### config.mk
export PLATFORM = sky130hd
export DESIGN_NAME = stor_addr_decoder
export DESIGN_NICKNAME = d
export VERILOG_FILES = /design/src/rtl/stor_dec_pkg.sv /design/src/rtl/stor_dec_window.sv /design/src/rtl/stor_dec_devsel.sv /design/src/rtl/stor_addr_decoder.sv
export SDC_FILE = /design/constraint.sdc
export NUM_CORES = 1
export LEC_CHECK = 0
export BUFFER_PORTS_ARGS = -buffer_cell sky130_fd_sc_hd__buf_2
export CAP_MARGIN = 30
export CORE_MARGIN = 3
export CORE_UTILIZATION = 45
export CTS_CLUSTER_SIZE = 28
export DETAILED_ROUTE_END_ITERATION = 6
export SYNTH_ARGS = -nofsm -noshare
export SYNTH_HDL_FRONTEND = slang
export SYNTH_SLANG_ARGS = --single-unit
### constraint.sdc
create_clock -name clk -period 6.8 [get_ports clk]
set_input_delay 0.34 -clock clk [delete_from_list [all_inputs] [get_ports clk]]
set_output_delay 0.34 -clock clk [all_outputs]
set_load 0.1 [all_outputs]
### src/rtl/stor_dec_pkg.sv
package stor_dec_pkg;
  typedef enum logic [1:0] {
    ST_ROUTE = 2'd0,
    ST_SKIP  = 2'd1,
    ST_EMPTY = 2'd2,
    ST_ERR   = 2'd3
  } disp_st_e;

  localparam int N_WIN  = 5;
  localparam int N_TGT  = 6;
  localparam int N_CH   = 2;
  localparam int WIN_BM = 4;
endpackage

### src/rtl/stor_dec_window.sv
module stor_dec_window #(
  parameter int          AW       = 16,
  parameter int unsigned SIZE     = 8,
  parameter int unsigned RST_BASE = 0
) (
  input  logic          clk,
  input  logic          rst_n,
  input  logic          base_we,
  input  logic [AW-1:0] base_wdata,
  input  logic [AW-1:0] addr,
  output logic          hit,
  output logic [AW-1:0] offset
);
  localparam logic [AW:0] SIZE_W = (AW+1)'(SIZE);

  logic [AW-1:0] base_q;
  logic [AW:0]   lim;

  always_ff @(posedge clk or negedge rst_n) begin
    if (!rst_n)                        base_q <= AW'(RST_BASE);
    else if (base_we && base_wdata != '0) base_q <= base_wdata;
  end

  assign lim    = {1'b0, base_q} + SIZE_W;
  assign hit    = ({1'b0, addr} >= {1'b0, base_q}) && ({1'b0, addr} < lim);
  assign offset = addr - base_q;

  p_zero_base_ignored_r10: assert property (@(posedge clk) disable iff (!rst_n)
    (base_we && base_wdata == '0) |=> $stable(base_q));
endmodule

### src/rtl/stor_dec_devsel.sv
module stor_dec_devsel #(
  parameter int N_CH = 2
) (
  input  logic            clk,
  input  logic            rst_n,
  input  logic [N_CH-1:0] upd,
  input  logic [N_CH-1:0] val,
  output logic [N_CH-1:0] sel
);
  for (genvar c = 0; c < N_CH; c++) begin : g_ch
    always_ff @(posedge clk or negedge rst_n) begin
      if (!rst_n)      sel[c] <= 1'b0;
      else if (upd[c]) sel[c] <= val[c];
    end
  end

  p_sel_hold_r7: assert property (@(posedge clk) disable iff (!rst_n)
    (upd == '0) |=> $stable(sel));
endmodule

### src/rtl/stor_addr_decoder.sv
module stor_addr_decoder
  import stor_dec_pkg::*;
#(
  parameter int          AW            = 16,
  parameter int          DW            = 32,
  parameter int          IO_SHIFT      = 1,
  parameter int unsigned CTRL_ADJ      = 2,
  parameter int unsigned PCMD_BYTES    = 16,
  parameter int unsigned SCMD_BYTES    = 8,
  parameter int unsigned CTL_BYTES     = 4,
  parameter int unsigned BM_BYTES      = 16,
  parameter int unsigned BM_CHAN_BYTES = 8,
  parameter int unsigned SEL_OFFSET    = 6,
  parameter int          SEL_BIT       = 4,
  parameter int unsigned PCMD_BASE     = 'h01F0,
  parameter int unsigned PCTL_BASE     = 'h03F4,
  parameter int unsigned SCMD_BASE     = 'h0170,
  parameter int unsigned SCTL_BASE     = 'h0374,
  parameter int unsigned BM_BASE       = 'hC000
) (
  input  logic            clk,
  input  logic            rst_n,
  input  logic            io_en,
  input  logic            bm_en,
  input  logic [3:0]      dev_present,
  input  logic            base_we,
  input  logic [2:0]      base_idx,
  input  logic [AW-1:0]   base_wdata,
  input  logic            acc_valid,
  output logic            acc_ready,
  input  logic [AW-1:0]   acc_addr,
  input  logic [2:0]      acc_size,
  input  logic            acc_write,
  input  logic [DW-1:0]   acc_wdata,
  output logic            d_valid,
  input  logic            d_ready,
  output logic [1:0]      d_status,
  output logic [5:0]      d_target,
  output logic [AW-1:0]   d_offset,
  output logic            d_dev,
  output logic            d_write,
  output logic [2:0]      d_size,
  output logic [DW-1:0]   d_wdata
);
  function automatic int unsigned win_size(int i);
    case (i)
      0:       return PCMD_BYTES;
      2:       return SCMD_BYTES;
      4:       return BM_BYTES;
      default: return CTL_BYTES;
    endcase
  endfunction

  function automatic int unsigned win_base(int i);
    case (i)
      0:       return PCMD_BASE;
      1:       return PCTL_BASE;
      2:       return SCMD_BASE;
      3:       return SCTL_BASE;
      default: return BM_BASE;
    endcase
  endfunction

  logic [N_WIN-1:0] hit;
  logic [AW-1:0]    off_w [N_WIN];

  for (genvar w = 0; w < N_WIN; w++) begin : g_win
    stor_dec_window #(
      .AW      (AW),
      .SIZE    (win_size(w)),
      .RST_BASE(win_base(w))
    ) u_win (
      .clk       (clk),
      .rst_n     (rst_n),
      .base_we   (base_we && base_idx == 3'(w)),
      .base_wdata(base_wdata),
      .addr      (acc_addr),
      .hit       (hit[w]),
      .offset    (off_w[w])
    );
  end

  logic [N_CH-1:0] sel_q, sel_upd, sel_val;

  stor_dec_devsel #(.N_CH(N_CH)) u_sel (
    .clk  (clk),
    .rst_n(rst_n),
    .upd  (sel_upd),
    .val  (sel_val),
    .sel  (sel_q)
  );

  logic acc_fire;
  assign acc_ready = !d_valid || d_ready;
  assign acc_fire  = acc_valid && acc_ready;

  // First-hit window, lowest index wins
  logic       win_hit;
  logic [2:0] win_idx;
  always_comb begin
    win_hit = 1'b0;
    win_idx = '0;
    for (int i = N_WIN-1; i >= 0; i--) begin
      if (hit[i]) begin
        win_hit = 1'b1;
        win_idx = 3'(i);
      end
    end
  end

  logic             size_ok;
  logic [AW-1:0]    raw_off, adj_off;
  logic             ch, sel_now;
  disp_st_e         nx_st;
  logic [N_TGT-1:0] nx_tgt;
  logic [AW-1:0]    nx_off;
  logic             nx_dev;

  assign size_ok = (acc_size == 3'd1) || (acc_size == 3'd2) || (acc_size == 3'd4);
  assign raw_off = off_w[win_idx];
  assign ch      = win_idx[1];

  always_comb begin
    case (win_idx)
      3'd0:    adj_off = raw_off >> IO_SHIFT;
      3'd1:    adj_off = raw_off + AW'(CTRL_ADJ);
      default: adj_off = raw_off;
    endcase
  end

  always_comb begin
    nx_st   = ST_ERR;
    nx_tgt  = '0;
    nx_off  = '0;
    nx_dev  = 1'b0;
    sel_upd = '0;
    sel_val = sel_q;
    sel_now = sel_q[ch];
    if (!size_ok) begin
      nx_st = ST_ERR;
    end else if (!io_en) begin
      nx_st = ST_SKIP;
    end else if (!win_hit) begin
      nx_st = ST_ERR;
    end else if (win_idx == 3'(WIN_BM)) begin
      if (acc_write && !bm_en) begin
        nx_st = ST_SKIP;
      end else begin
        nx_st = ST_ROUTE;
        if (raw_off < AW'(BM_CHAN_BYTES)) begin
          nx_tgt[4] = 1'b1;
          nx_off    = raw_off;
        end else begin
          nx_tgt[5] = 1'b1;
          nx_off    = raw_off - AW'(BM_CHAN_BYTES);
        end
      end
    end else begin
      nx_off = adj_off;
      if (!win_idx[0] && acc_write && adj_off == AW'(SEL_OFFSET)) begin
        sel_now     = acc_wdata[SEL_BIT];
        sel_upd[ch] = acc_fire;
        sel_val[ch] = acc_wdata[SEL_BIT];
      end
      nx_dev = sel_now;
      if (dev_present[{ch, sel_now}]) begin
        nx_st           = ST_ROUTE;
        nx_tgt[win_idx] = 1'b1;
      end else if (acc_size == 3'd1) begin
        nx_st = ST_EMPTY;
      end else begin
        nx_st = ST_ERR;
      end
    end
  end

  always_ff @(posedge clk or negedge rst_n) begin
    if (!rst_n) begin
      d_valid  <= 1'b0;
      d_status <= '0;
      d_target <= '0;
      d_offset <= '0;
      d_dev    <= 1'b0;
      d_write  <= 1'b0;
      d_size   <= '0;
      d_wdata  <= '0;
    end else if (acc_fire) begin
      d_valid  <= 1'b1;
      d_status <= nx_st;
      d_target <= nx_tgt;
      d_offset <= nx_off;
      d_dev    <= nx_dev;
      d_write  <= acc_write;
      d_size   <= acc_size;
      d_wdata  <= acc_wdata;
    end else if (d_ready) begin
      d_valid  <= 1'b0;
    end
  end

  p_route_onehot_r12: assert property (@(posedge clk) disable iff (!rst_n)
    (d_valid && d_status == ST_ROUTE) |-> $onehot(d_target));

  p_nonroute_quiet_r12: assert property (@(posedge clk) disable iff (!rst_n)
    (d_valid && d_status != ST_ROUTE) |-> (d_target == '0));

  p_hold_r11: assert property (@(posedge clk) disable iff (!rst_n)
    (d_valid && !d_ready) |=> (d_valid && $stable(d_target) && $stable(d_offset)
                               && $stable(d_status) && $stable(d_dev)));

  p_bad_size_r1: assert property (@(posedge clk) disable iff (!rst_n)
    (d_valid && !(d_size == 3'd1 || d_size == 3'd2 || d_size == 3'd4))
      |-> (d_status == ST_ERR));

  p_io_gate_r2: assert property (@(posedge clk) disable iff (!rst_n)
    (acc_fire && !io_en && size_ok) |=> (d_status == ST_SKIP && d_target == '0));
endmodule

After elaboration in Yosys (flattened, before gate mapping)
Cells that the tools add are included.
{"block": "totals", "wordCells": 151, "regBits": 144, "out_inout_bits": 63, "input_bits": 82}
{"block": "classes", "add_sub_neg": 12, "reduce_logical": 33, "n_eq_ne": 10, "mux": 61, "bitwise": 3, "order_cmp": 17}
{"op": "$mux W16", "count": 8}
{"op": "$lt A16 B17 Y1", "count": 5}
{"op": "$ge A16 B16 Y1", "count": 5}
{"op": "$sub A16 B16 Y16", "count": 5}
{"op": "$bmux W16 S3", "count": 1}
{"op": "$add A16 B3 Y17 const B", "count": 2}
{"op": "$add A16 B5 Y17 const B", "count": 2}
{"op": "$pmux W16 S2", "count": 1}
{"op": "$mux W1", "count": 25}
{"op": "$mux W2", "count": 12}
{"op": "$mux W6", "count": 4}
{"op": "$logic_and A1 B1 Y1", "count": 21}
{"op": "$add A16 B4 Y17 const B", "count": 1}
{"op": "$add A16 B2 Y16 const B", "count": 1}
{"op": "$eq A16 B3 Y1 const B", "count": 1}
{"op": "$lt A16 B4 Y1 const B", "count": 1}
{"op": "$reduce_bool A16 Y1", "count": 1}
{"op": "$sub A16 B4 Y16 const B", "count": 1}
{"op": "$mux W3", "count": 5}
{"op": "$reduce_and A6 Y1", "count": 2}
{"op": "$eq A3 B1 Y1 const B", "count": 3}
{"op": "$eq A3 B2 Y1 const B", "count": 3}
{"op": "$eq A3 B3 Y1 const B", "count": 3}
{"op": "$logic_not A3 Y1", "count": 2}
{"op": "other kinds (17)", "count": 21}

Logic depth before layout (Yosys ltp)
Gate-level depths: netlist of the first run.
{"block": "logic_depth", "depth_word": 28, "ltp_mapped": 28, "depth_no_buf": 26}

Cells and area by module
Synthesis of the first run repeated with hierarchy kept, for this count alone.
{"block": "hier_totals", "cells_unflattened": 1764, "hier_area_um2": 14296.2}
{"mod": "stor_addr_decoder", "cells_each": 535, "seq_area_each_um2": 1551.5, "n_inst": 1, "area_per_inst_um2": 4354.2}
{"mod": "stor_dec_window (g_win[1].u_win)", "cells_each": 256, "seq_area_each_um2": 409.1, "n_inst": 1, "area_per_inst_um2": 2054.5}
{"mod": "stor_dec_window (g_win[3].u_win)", "cells_each": 256, "seq_area_each_um2": 407.9, "n_inst": 1, "area_per_inst_um2": 2053.2}
{"mod": "stor_dec_window (g_win[4].u_win)", "cells_each": 244, "seq_area_each_um2": 402.9, "n_inst": 1, "area_per_inst_um2": 1978.1}
{"mod": "stor_dec_window (g_win[2].u_win)", "cells_each": 235, "seq_area_each_um2": 405.4, "n_inst": 1, "area_per_inst_um2": 1899.3}
{"mod": "stor_dec_window (g_win[0].u_win)", "cells_each": 234, "seq_area_each_um2": 406.6, "n_inst": 1, "area_per_inst_um2": 1876.8}
{"mod": "stor_dec_devsel", "cells_each": 4, "seq_area_each_um2": 50.0, "n_inst": 1, "area_per_inst_um2": 80.1}

Worst setup path before layout of the first run
Ideal clock, no wire load.
{"block": "synth_path", "kind": "register to register", "startpoint": "register g_win[0].u_win.base_q[6]", "endpoint": "register d_target[0]", "setup_ns": 0.123, "required_time_ns": 6.677, "n_path_buf": 2, "period_less_slack_ns": 6.156, "slack_ns": 0.644, "t_arrival_ns": 6.033, "path_stages_with_launch": 28, "cell_sequence": "dfstp_2 inv_1 nor4_1 and3_1 nand4_1 xnor2_1 ha_1 a2111oi_0 o21ai_1 a2111oi_0 nand3_1 o2bb2ai_1 buf_2 buf_1 nand2_1 mux2i_1 a21boi_0 ha_1 nand2_1 a221oi_1 a21boi_0 o21a_1 a211oi_1 and4_1 nand4b_1 nor3_4 mux2_4 a32o_1"}
{"block": "synth_via", "elab_chain_len": 24, "elab_cells_between_ends": 39, "classes_between": "add/sub (3); order compare (4); eq/ne (3); mux (22); bitwise (1); reduce/logical (6)"}
{"element": "start: declaration", "line_no": "stor_dec_window.sv:16", "text": "logic [AW-1:0] base_q;"}
{"element": "start signal: assignment", "line_no": "stor_dec_window.sv:20", "text": "if (!rst_n) base_q <= AW'(RST_BASE);"}
{"element": "start signal: assignment", "line_no": "stor_dec_window.sv:21", "text": "else if (base_we && base_wdata != '0) base_q <= base_wdata;"}
{"element": "$add A16 B5 Y17", "line_no": "stor_dec_window.sv:24", "text": "assign lim = {1'b0, base_q} + SIZE_W;"}
{"element": "$lt A16 B17 Y1", "line_no": "stor_dec_window.sv:25", "text": "assign hit = ({1'b0, addr} >= {1'b0, base_q}) && ({1'b0, addr} < lim);"}
{"element": "$logic_and A1 B1 Y1", "line_no": "stor_dec_window.sv:25"}
{"element": "$mux W3", "line_no": "stor_addr_decoder.sv:104", "text": "if (hit[i]) begin"}
{"element": "$not A3 Y4 (not written as such)", "line_no": "stor_addr_decoder.sv:120", "text": "assign raw_off = off_w[win_idx];"}
{"element": "$bmux W16 S3", "line_no": "stor_addr_decoder.sv:120"}
{"element": "$mux W16 (not written as such) (2 in a row)", "line_no": "stor_addr_decoder.sv:120"}
{"element": "$add A16 B2 Y16", "line_no": "stor_addr_decoder.sv:126", "text": "3'd1: adj_off = raw_off + AW'(CTRL_ADJ);"}
{"element": "(+7 left out)"}
{"element": "$mux W1", "line_no": "stor_addr_decoder.sv:139", "text": "if (!size_ok) begin"}
{"element": "$bmux W1 S2", "line_no": "stor_addr_decoder.sv:166", "text": "if (dev_present[{ch, sel_now}]) begin"}
{"element": "$mux W1 (not written as such)", "line_no": "stor_addr_decoder.sv:166"}
{"element": "$mux W6", "line_no": "stor_addr_decoder.sv:166"}
{"element": "$mux W4", "line_no": "stor_addr_decoder.sv:145", "text": "end else if (win_idx == 3'(WIN_BM)) begin"}
{"element": "$mux W6 *", "line_no": "stor_addr_decoder.sv:143", "text": "end else if (!win_hit) begin"}
{"element": "$mux W6 *", "line_no": "stor_addr_decoder.sv:141", "text": "end else if (!io_en) begin"}
{"element": "$mux W6 *", "line_no": "stor_addr_decoder.sv:139"}
{"element": "end signal: assignment", "line_no": "stor_addr_decoder.sv:190", "text": "d_target <= nx_tgt;"}
{"element": "end: declaration", "line_no": "stor_addr_decoder.sv:38", "text": "output logic [5:0] d_target,"}
Every way passes the cells marked *; elsewhere a longest branch is shown, timed or not. The select of a mux whose other input is x is not followed.
A chain may end at the register's enable or synchronous reset.

Final worst setup path of the first run
{"block": "layout_path", "startpoint": "register g_win[2].u_win.base_q[5]", "endpoint": "register d_target[0]"}
{"block": "layout_via", "elab_chain_len": 26, "elab_cells_between_ends": 43, "classes_between": "add/sub (3); order compare (4); eq/ne (3); mux (26); bitwise (1); reduce/logical (6)"}
{"element": "start: declaration", "line_no": "stor_dec_window.sv:16"}
{"element": "start signal: assignment", "line_no": "stor_dec_window.sv:20"}
{"element": "start signal: assignment", "line_no": "stor_dec_window.sv:21"}
{"element": "$add A16 B4 Y17", "line_no": "stor_dec_window.sv:24"}
{"element": "$lt A16 B17 Y1", "line_no": "stor_dec_window.sv:25"}
{"element": "$logic_and A1 B1 Y1", "line_no": "stor_dec_window.sv:25"}
{"element": "$mux W3 (3 in a row)", "line_no": "stor_addr_decoder.sv:104"}
{"element": "$not A3 Y4 (not written as such)", "line_no": "stor_addr_decoder.sv:120"}
{"element": "$bmux W16 S3", "line_no": "stor_addr_decoder.sv:120"}
{"element": "$mux W16 (not written as such) (2 in a row)", "line_no": "stor_addr_decoder.sv:120"}
{"element": "$add A16 B2 Y16", "line_no": "stor_addr_decoder.sv:126"}
{"element": "(+7 left out)"}
{"element": "$mux W1", "line_no": "stor_addr_decoder.sv:139"}
{"element": "$bmux W1 S2", "line_no": "stor_addr_decoder.sv:166"}
{"element": "$mux W1 (not written as such)", "line_no": "stor_addr_decoder.sv:166"}
{"element": "$mux W6", "line_no": "stor_addr_decoder.sv:166"}
{"element": "$mux W4", "line_no": "stor_addr_decoder.sv:145"}
{"element": "$mux W6 *", "line_no": "stor_addr_decoder.sv:143"}
{"element": "$mux W6 *", "line_no": "stor_addr_decoder.sv:141"}
{"element": "$mux W6 *", "line_no": "stor_addr_decoder.sv:139"}
Marked as above.

==> results of run 1 <==
## layout make-up
cell class / instances / area (um^2)
Fill cell: 3046 / 15100
Timing Repair Buffer: 199 / 1140
Antenna cell: 1 / 2.50
Clock buffer: 19 / 433
Inverter: 119 / 447
Clock inverter: 13 / 176
Multi-Input combinational cell: 1388 / 10300
Tap cell: 402 / 503
Sequential cell: 144 / 3630
## kinds of logic after synthesis
kind of cell	after synthesis	share of synthesized area [%]
DFF	144	25.0
buffers and inverters	173	4.79
xor gates and xnor gates	121	7.29
AOI/OAI and AO/OA	468	22.6
muxes	94	7.24
and+or+nand+nor	546	19.1
adders and majority gates	159	13.9
## state kept, by name, indices dropped and copies added (netlist names)
signal and count:
d_target 6, d_write 1, d_valid 1, u_sel.sel 2
d_dev 1, g_win.u_win.base_q 80, d_size 3, d_offset 16
d_wdata 32, d_status 2
## cells in the final DEF (no fill, tap or decap), types with 53 or more instances in the layout
master / n
a21oi_1: 88
buf_2: 143
buf_4: 53
dfrtp_1: 120
ha_1: 154
inv_1: 115
mux2_2: 72
nand2_1: 168
nand3_1: 64
nor2_1: 93
o21ai_0: 106
xnor2_1: 89
## power by group through the flow
stage	logic (uW)	clock network, uW	registers [uW]
6_report	4420	1000	1180
5_1_grt	4720	1060	1200
4_1_cts	4310	1020	1180
3_5_place_dp	4290	0	1190
3_3_place_gp	4270	0	1190
2_1_floorplan	2520	0	1650
## metal layers
| layer | vias up | part of all wire, % | global-route usage [%] | wire, um |
|---|---|---|---|---|
| met5 | - | 0 | 0 | 0 |
| met4 | 0 | 2.8 | 9.35 | 1500 |
| met3 | 68 | 7.6 | 5.75 | 4060 |
| met2 | 565 | 43 | 45.5 | 23000 |
| met1 | 6835 | 47 | 44.5 | 24800 |
| li1 | 6663 | - | - | - |
## stage by stage
step | total power [uW] | setup TNS, ns | cells | util [%] | setup WS (ns)
floorplan | 4180 | 0 | 1705 | - | 0.644
global placement | 5460 | 0 | 2248 | 50.2 | 0.270
detailed placement | 5480 | 0 | 2249 | 50.2 | 0.0279
CTS | 6510 | 0 | 2282 | 52.1 | 0.0732
global route | 6980 | -0.144 | 2284 | 52.3 | -0.0531
finish | 6610 | 0 | 2285 | 52.3 | 0.310
## worst paths after layout
path	startpoint	to	slack [ns]	cells after the start
hold reg to reg	d_target[5]	d_target[5]	0.47	2
max in group asynchronous	rst_n	g_win[0].u_win.base_q[9]	4.95	3
setup / recovery	g_win[2].u_win.base_q[5]	d_target[0]	0.31	22
setup reg to reg	g_win[2].u_win.base_q[5]	d_target[0]	0.31	22
min in group asynchronous	rst_n	d_offset[11]	0.49	2
hold / removal	acc_valid	d_valid	0.1	2
## worst max-delay path, delay by kind of cell, from the launching register on
family | cells | cell delay [ns]
buffers and inverters | 2 | 0.46
xor gates and xnor gates | 1 | 0.14
AOI/OAI and AO/OA | 7 | 2.27
DFF | 1 | 0.58
adders and majority gates | 1 | 0.30
muxes | 1 | 0.36
and+or+nand+nor | 10 | 2.24
## what timing repair did
item                                    CTS  global route
pin swaps                                 0             1
hold buffers                              1             0
resized for setup                         1             9
endpoints found under the setup margin    2             8
buffers inserted                          0             2
hold endpoints to repair                 64             0
==> results.py, run 1 <==
metrics = {
    "outcome": {
        "status": "complete, no violations",
    },
    "clock_network": {
        "cts_tree": "yes",
        "cts_buffers": 17,
        "path_clk_slew_ns": 0.07,
        "root_buffer": "clkbuf_16",
        "clock_tree.buffer_depth": 2,
        "cts.sinks": 144,
        "htreeDepth": 4,
        "clk_latency_ns": 0.45,
    },
    "grt": {
        "gr-total-overflow": 0,
        "grt_pass1_vias": 13000,
        "antenna_found_initial": 0,
        "grt_max_degree": 79,
        "grt_use_total_pct": 30.4,
        "grt_pass1_wl_um": 79000,
    },
    "detailed_routing": {
        "wl_um": 53300,
        "vias": 14100,
        "viasPerCell": 6.18,
        "firstDrtPassIters": 5,
        "wl_per_cell_um": 23.3,
        "drc": 0,
        "first_iter_violations": 1118,
        "ant_nets": 0,
    },
    "synthesis": {
        "synth.most_common_cell": "nand2_1",
        "synth_edf_count": 0,
        "synth_common_cells": "nand2_1, ha_1, dfrtp_1",
        "yosys.area.top_type": "dfrtp_1",
        "async_reset_ff_share_pct": 100,
        "synth-main-ff-cell": "dfrtp_1",
        "synth.avg_cell_area_um2": 8.53,
        "synthDistinctLibCells": 105,
        "seq_area_frac_synth_pct": 25.0,
        "netlist_area_um2": 14500,
        "synth_seq_cells": 144,
        "synth.top_cell.area_share_pct": 20.7,
        "synthCells": 1705,
        "yosysWarningCount": 0,
        "synth_area_leaders": "dfrtp_1, ha_1, mux2_2, xnor2_1, dfstp_2",
        "synth_fp_nets": 1946,
    },
    "floorplanning": {
        "io_pins": 145,
        "start_util_pct": 45.8,
        "die_height_um": 186,
        "fp-row-count": 65,
        "dieArea_um2": 34500,
        "core_um2": 31700,
        "die_x_um": 186,
    },
    "setup_path": {
        "start_kind": "register",
        "critPathCaptureType": "register",
        "max_stage_delay_ns": 0.63,
        "crit_slowest_cell": "o31ai_2",
        "critPathMaxFanout": 13,
        "worstSetupPathType": "reg -> reg",
        "worstPathCellList": "and3_1, nand3_1, nor2_1, buf_4, nand2_1, xnor2_1, ha_1, nand4_1, a311o_1, o2111a_1, o21ai_2, buf_4, nor2_1, o31ai_2, nand2_1, nor4_1, o31a_1, o311ai_1, nand4b_1, nor3_4, mux2_4, a32o_1",
        "critPathRequiredTime_ns": 7.14,
        "arrival_ns": 6.83,
    },
    "finish": {
        "area_growth_pct": 14.1,
        "drive_above_1_share_pct": 20.0,
        "layout.nets": 2110,
        "finish.instance_area_um2": 16600,
    },
    "flow_run": {
        "cap_violations": 0,
    },
    "pwr": {
        "peakVddDrop_mv": 0.305,
        "p_per_area_nw_per_um2": 398,
        "sequentialPowerShare_pct": 17.9,
        "leakagePower_uw": 0.00732,
        "p_clk_share_pct": 15.2,
        "power_switching_uw": 3500,
        "pwr-share-comb_pct": 67.0,
        "swShare_pct": 53.0,
        "p_int_uw": 3100,
    },
    "timing": {
        "finalMaxSlewViolations": 0,
        "whs_ns": 0.0975,
        "setup_viol": 0,
        "period_share_pct": 95.4,
        "fin_crit_ns": 6.49,
        "relSlewSlack_pct": 29.1,
        "finClkSkew_ns": 0.00906,
        "worstMarginPinSlew_ns": 1.06,
        "max_freq_ghz": 0.154,
        "hold_violations": 0,
    },
    "placed_design": {
        "gp_congestion": 1.01,
        "post_dp_cell_area_um2": 15900,
        "dp_hpwl_um": 41800,
        "io_buffer_count": 144,
    },
    "worst_hold_path": {
        "holdCritPathClass": "in -> reg",
    },
}
(Power assumes the default switching activity.)
==> inputs of run 2 (changes only) <==
RECOVER_POWER = 100   (was default)
==> results.py, run 2 (same netlist as run 1, synthesis figures left out) <==
metrics = {
    "clock_network": {
        "cts.sinks": 144,
        "root_buffer": "clkbuf_16",
        "cts_tree": "yes",
        "path_clk_slew_ns": 0.07,
        "htreeDepth": 4,
        "clock_tree.buffer_depth": 2,
        "cts_buffers": 17,
        "clk_latency_ns": 0.45,
    },
    "detailed_routing": {
        "viasPerCell": 6.17,
        "firstDrtPassIters": 5,
        "first_iter_violations": 1172,
        "wl_um": 53400,
        "drc": 0,
        "vias": 14100,
        "wl_per_cell_um": 23.4,
        "ant_nets": 0,
    },
    "worst_hold_path": {
        "holdCritPathClass": "in -> reg",
    },
    "timing": {
        "period_share_pct": 95.6,
        "tns_ns": 0,
        "finalMaxSlewViolations": 179,
        "hold_violations": 0,
        "setup_viol": 0,
        "relSlewSlack_pct": -208,
        "fin_crit_ns": 6.50,
        "finalWorstSetupSlack_ns": 0.298,
        "finClkSkew_ns": 0.00895,
        "max_freq_ghz": 0.154,
        "worstMarginPinSlew_ns": 4.61,
        "whs_ns": 0.0984,
    },
    "pwr": {
        "p_clk_share_pct": 15.2,
        "power_switching_uw": 3500,
        "leakagePower_uw": 0.00708,
        "pwr-share-comb_pct": 66.8,
        "p_per_area_nw_per_um2": 400,
        "p_int_uw": 3080,
        "peakVddDrop_mv": 0.303,
        "swShare_pct": 53.2,
        "sequentialPowerShare_pct": 18.0,
    },
    "setup_path": {
        "critPathCaptureType": "register",
        "critPathRequiredTime_ns": 7.14,
        "critPathMaxFanout": 13,
        "start_kind": "register",
        "arrival_ns": 6.84,
        "worstSetupPathType": "reg -> reg",
    },
    "floorplanning": {
        "fp-row-count": 65,
        "start_util_pct": 45.8,
        "core_um2": 31700,
        "dieArea_um2": 34500,
        "die_x_um": 186,
        "io_pins": 145,
        "die_height_um": 186,
    },
    "finish": {
        "largest_reg_flops": 80,
        "area_growth_pct": 13.2,
        "top_register": "g_win.u_win.base_q",
        "drive_above_1_share_pct": 16.1,
        "final_common_cell": "nand2_1",
        "fill_cells": 3080,
        "reg.largest.list": "g_win.u_win.base_q (80), d_wdata (32), d_offset (16)",
        "finish.instance_area_um2": 16500,
        "final_cell_mix": "nand2_1, ha_1, dfrtp_1",
        "fin_util_pct": 51.9,
        "layout.nets": 2110,
    },
    "placed_design": {
        "io_buffer_count": 144,
        "dp_hpwl_um": 41800,
        "dp_slack_ns": 0.0279,
        "gp_congestion": 1.01,
        "post_dp_cell_area_um2": 15900,
    },
    "flow_run": {
        "cap_violations": 3,
    },
    "outcome": {
        "violations": "capacitance limit, slew limit",
        "status": "complete, but fails checks",
    },
    "grt": {
        "grt_pass1_wl_um": 79000,
        "grt_use_total_pct": 30.4,
        "gr-total-overflow": 0,
        "grt_pass1_vias": 13000,
        "antenna_found_initial": 0,
        "grt_max_degree": 79,
    },
}
-- run 2: cell type report --
class                           instances  area (um^2)  share of cell area, %
Timing Repair Buffer                  199         1030                   6.26
Clock buffer                           19          433                   2.63
Sequential cell                       144         3630                   22.1
Tap cell                              402          503                   3.06
Inverter                              119          447                   2.71
Multi-Input combinational cell       1388        10200                   62.2
Antenna cell                            1         2.50                 0.0152
Clock inverter                         13          176                   1.07
-- run 2: routing by layer --
| metal | part of all wire [%] | GRT usage (%) | vias up | routed length (um) |
|---|---|---|---|---|
| met5 | 0 | 0 | - | 0 |
| met4 | 2.8 | 9.35 | 0 | 1480 |
| met3 | 8.1 | 5.75 | 65 | 4320 |
| met2 | 43 | 45.5 | 572 | 22900 |
| met1 | 46 | 44.5 | 6791 | 24700 |
| li1 | - | - | 6671 | - |
-- run 2: worst max-delay path: stages, from the launching register on --
cell      delay, ns
dfstp_1        0.61
and3_1         0.19
nand3_1        0.12
nor2_1         0.21
buf_4          0.16
nand2_1        0.06
xnor2_1        0.14
ha_1           0.30
nand4_1        0.18
a311o_1        0.35
o2111a_1       0.20
o21ai_2        0.47
buf_4          0.30
nor2_1         0.08
o31ai_2        0.63
nand2_1        0.43
nor4_1         0.37
o31a_1         0.17
o311ai_1       0.18
nand4b_1       0.30
nor3_4         0.29
mux2_4         0.35
a32o_1         0.27
-- run 2: power groups by stage --
stage | clock, uW | combinational, uW | sequential (uW)
2_1_floorplan | 0 | 2520 | 1650
3_3_place_gp | 0 | 4270 | 1190
3_5_place_dp | 0 | 4290 | 1190
4_1_cts | 1020 | 4310 | 1180
5_1_grt | 1060 | 4690 | 1210
6_report | 998 | 4400 | 1180
-- run 2: per-stage QoR --
stage / total power (uW) / cells
global route: 6950 / 2284
CTS: 6510 / 2282
finish: 6580 / 2285
global placement: 5460 / 2248
detailed placement: 5480 / 2249
floorplan: 4180 / 1705
-- run 2: worst paths after layout --
kind | startpoint | end | slack [ns] | cells after the start
max | g_win[2].u_win.base_q[5] | d_target[0] | 0.30 | 22
min | acc_valid | d_valid | 0.1 | 2
max reg2reg | g_win[2].u_win.base_q[5] | d_target[0] | 0.30 | 22
min reg2reg | d_target[5] | d_target[5] | 0.47 | 2
max in group asynchronous | rst_n | g_win[0].u_win.base_q[10] | 1.30 | 3
min in group asynchronous | rst_n | d_target[4] | 2.09 | 2
-- run 2: timing repair --
item,4_1_cts,5_1_grt
endpoints found under the setup margin,2,8
pin swaps,0,1
endpoints found under the hold margin,64,0
hold buffers,1,0
buffers inserted,0,2
gates resized for setup,1,9
==> inputs of run 3 (changes only) <==
CORE_ASPECT_RATIO = 1.75   (was default)
==> results.py, run 3 (same netlist as run 1, synthesis figures left out) <==
metrics = {
    "placed_design": {
        "io_buffer_count": 144,
        "post_dp_cell_area_um2": 15900,
        "gp_congestion": 1.07,
        "dp_hpwl_um": 42200,
    },
    "finish": {
        "layout.nets": 2104,
        "top_register": "g_win.u_win.base_q",
        "n_antenna_cell": 0,
        "drive_above_1_share_pct": 16.0,
        "largest_reg_flops": 80,
        "area_growth_pct": 13.1,
        "final_cell_mix": "nand2_1, ha_1, dfrtp_1",
        "finish.instance_area_um2": 16400,
        "final_common_cell": "nand2_1",
        "reg.largest.list": "g_win.u_win.base_q (80), d_wdata (32), d_offset (16)",
        "fin_util_pct": 52.0,
    },
    "setup_path": {
        "crit_buf_inv": 2,
        "timing.rr.start": "g_win[0].u_win.base_q[6]",
        "start_kind": "register",
        "crit_top_cell": "nand4_1",
        "cp_top_family": "simple AND/OR/NAND/NOR gates",
        "arrival_ns": 6.68,
        "rrSetupSlack_ns": 0.46,
        "crit_path_start": "g_win[0].u_win.base_q[6]",
        "worstPathCellList": "inv_1, nor4_2, nand4_1, nor3_1, xnor2_1, ha_1, a2111oi_1, o21ai_1, a31oi_1, a211oi_1, o2bb2ai_2, buf_4, nand2_1, o21ai_0, nand4_1, nand4bb_4, or3b_1, nand4_1, xnor2_1, nor3_1, a221o_1",
        "critPathMaxFanout": 11,
        "critPathCaptureType": "register",
        "r2r_cells": 21,
        "critPathRequiredTime_ns": 7.14,
        "crit_slowest_cell": "o21ai_0",
        "max_stage_delay_ns": 0.82,
        "worstSetupPathType": "reg -> reg",
        "r2r_end": "d_offset[9]",
    },
    "floorplanning": {
        "io_pins": 145,
        "dieArea_um2": 34600,
        "die_x_um": 142,
        "start_util_pct": 46.0,
        "die_height_um": 244,
        "fp-row-count": 86,
        "core_um2": 31600,
    },
    "pwr": {
        "leakagePower_uw": 0.00708,
        "peakVddDrop_mv": 0.236,
        "p_total_uw": 6520,
        "p_per_area_nw_per_um2": 396,
    },
    "grt": {
        "grt_use_total_pct": 30.5,
        "antenna_found_initial": 0,
        "grt_max_degree": 84,
        "gr-total-overflow": 0,
        "grt_pass1_wl_um": 80700,
        "grt_pass1_vias": 14100,
    },
    "timing": {
        "worstMarginPinSlew_ns": 4.69,
        "period_share_pct": 93.3,
        "max_freq_ghz": 0.158,
        "setup_viol": 0,
        "whs_ns": 0.0908,
        "finalMaxSlewViolations": 213,
        "relSlewSlack_pct": -213,
        "finClkSkew_ns": 0.0147,
        "tns_ns": 0,
        "hold_violations": 0,
        "fin_crit_ns": 6.34,
    },
    "detailed_routing": {
        "wl_per_cell_um": 23.3,
        "first_iter_violations": 932,
        "vias": 14100,
        "ant_nets": 0,
        "drc": 0,
        "wl_um": 53000,
        "firstDrtPassIters": 7,
        "viasPerCell": 6.19,
    },
    "clock_network": {
        "htreeDepth": 4,
        "root_buffer": "clkbuf_16",
        "cts.sinks": 144,
        "clock_tree.buffer_depth": 2,
        "cts_tree": "yes",
        "cts_buffers": 17,
        "path_clk_slew_ns": 0.08,
        "clk_latency_ns": 0.47,
    },
    "worst_hold_path": {
        "whs_path_depth": 2,
        "holdCritPathClass": "in -> reg",
        "hold_path_startpoint": "acc_valid",
        "holdPathEnd": "d_valid",
    },
    "flow_run": {
        "cap_violations": 4,
    },
    "outcome": {
        "status": "complete, but fails checks",
        "violations": "capacitance limit, slew limit",
    },
}
==> run 3: per-layer routing <==
layer / GRT usage (%) / vias up / share of wire (%)
met5: 0 / - / 0
met4: 24.4 / 0 / 9.4
met3: 3.26 / 173 / 4.3
met2: 53.3 / 495 / 50
met1: 32.9 / 6749 / 37
li1: - / 6656 / -
==> run 3: what timing repair did <==
| action | 4_1_cts | 5_1_grt |
|---|---|---|
| endpoints found under the setup margin | 0 | 14 |
| gates resized for setup | 0 | 9 |
| endpoints found under the hold margin | 27 | 0 |
| hold buffers | 1 | 0 |
| setup buffers | 0 | 1 |
==> run 3: worst max path at each step <==
stage / endpoint / cells past startpoint
floorplan: d_target[0] / 27
global placement: d_target[0] / 26
detailed placement: d_target[0] / 26
CTS: d_target[0] / 26
global route: d_target[0] / 29
finish: d_offset[9] / 21
==> run 3: cell type report <==
class                   instances  area, um^2
multi-input cells            1388       10300
flip-flops and latches        144        3630
repair buffers                193         988
well taps                     396         495
inverters                     119         447
clock buffers                  19         453
clock inverters                13         166
fillers                      3159       15200
==> run 3: stage by stage <==
| step | instances | setup slack [ns] |
|---|---|---|
| 2_1_floorplan | 1705 | 0.644 |
| 3_3_place_gp | 2238 | 0.336 |
| 3_5_place_dp | 2238 | 0.182 |
| 4_1_cts | 2271 | 0.141 |
| 5_1_grt | 2272 | -0.0526 |
| 6_report | 2272 | 0.457 |
==> run 3: report_power, final <==
part / internal (uW) / total [uW] / leakage [uW] / switching (uW)
clock: 576 / 1020 / 0.000307 / 446
sequential: 1050 / 1180 / 0.00173 / 132
combinational: 1440 / 4320 / 0.00505 / 2880
total: 3060 / 6520 / 0.00708 / 3460
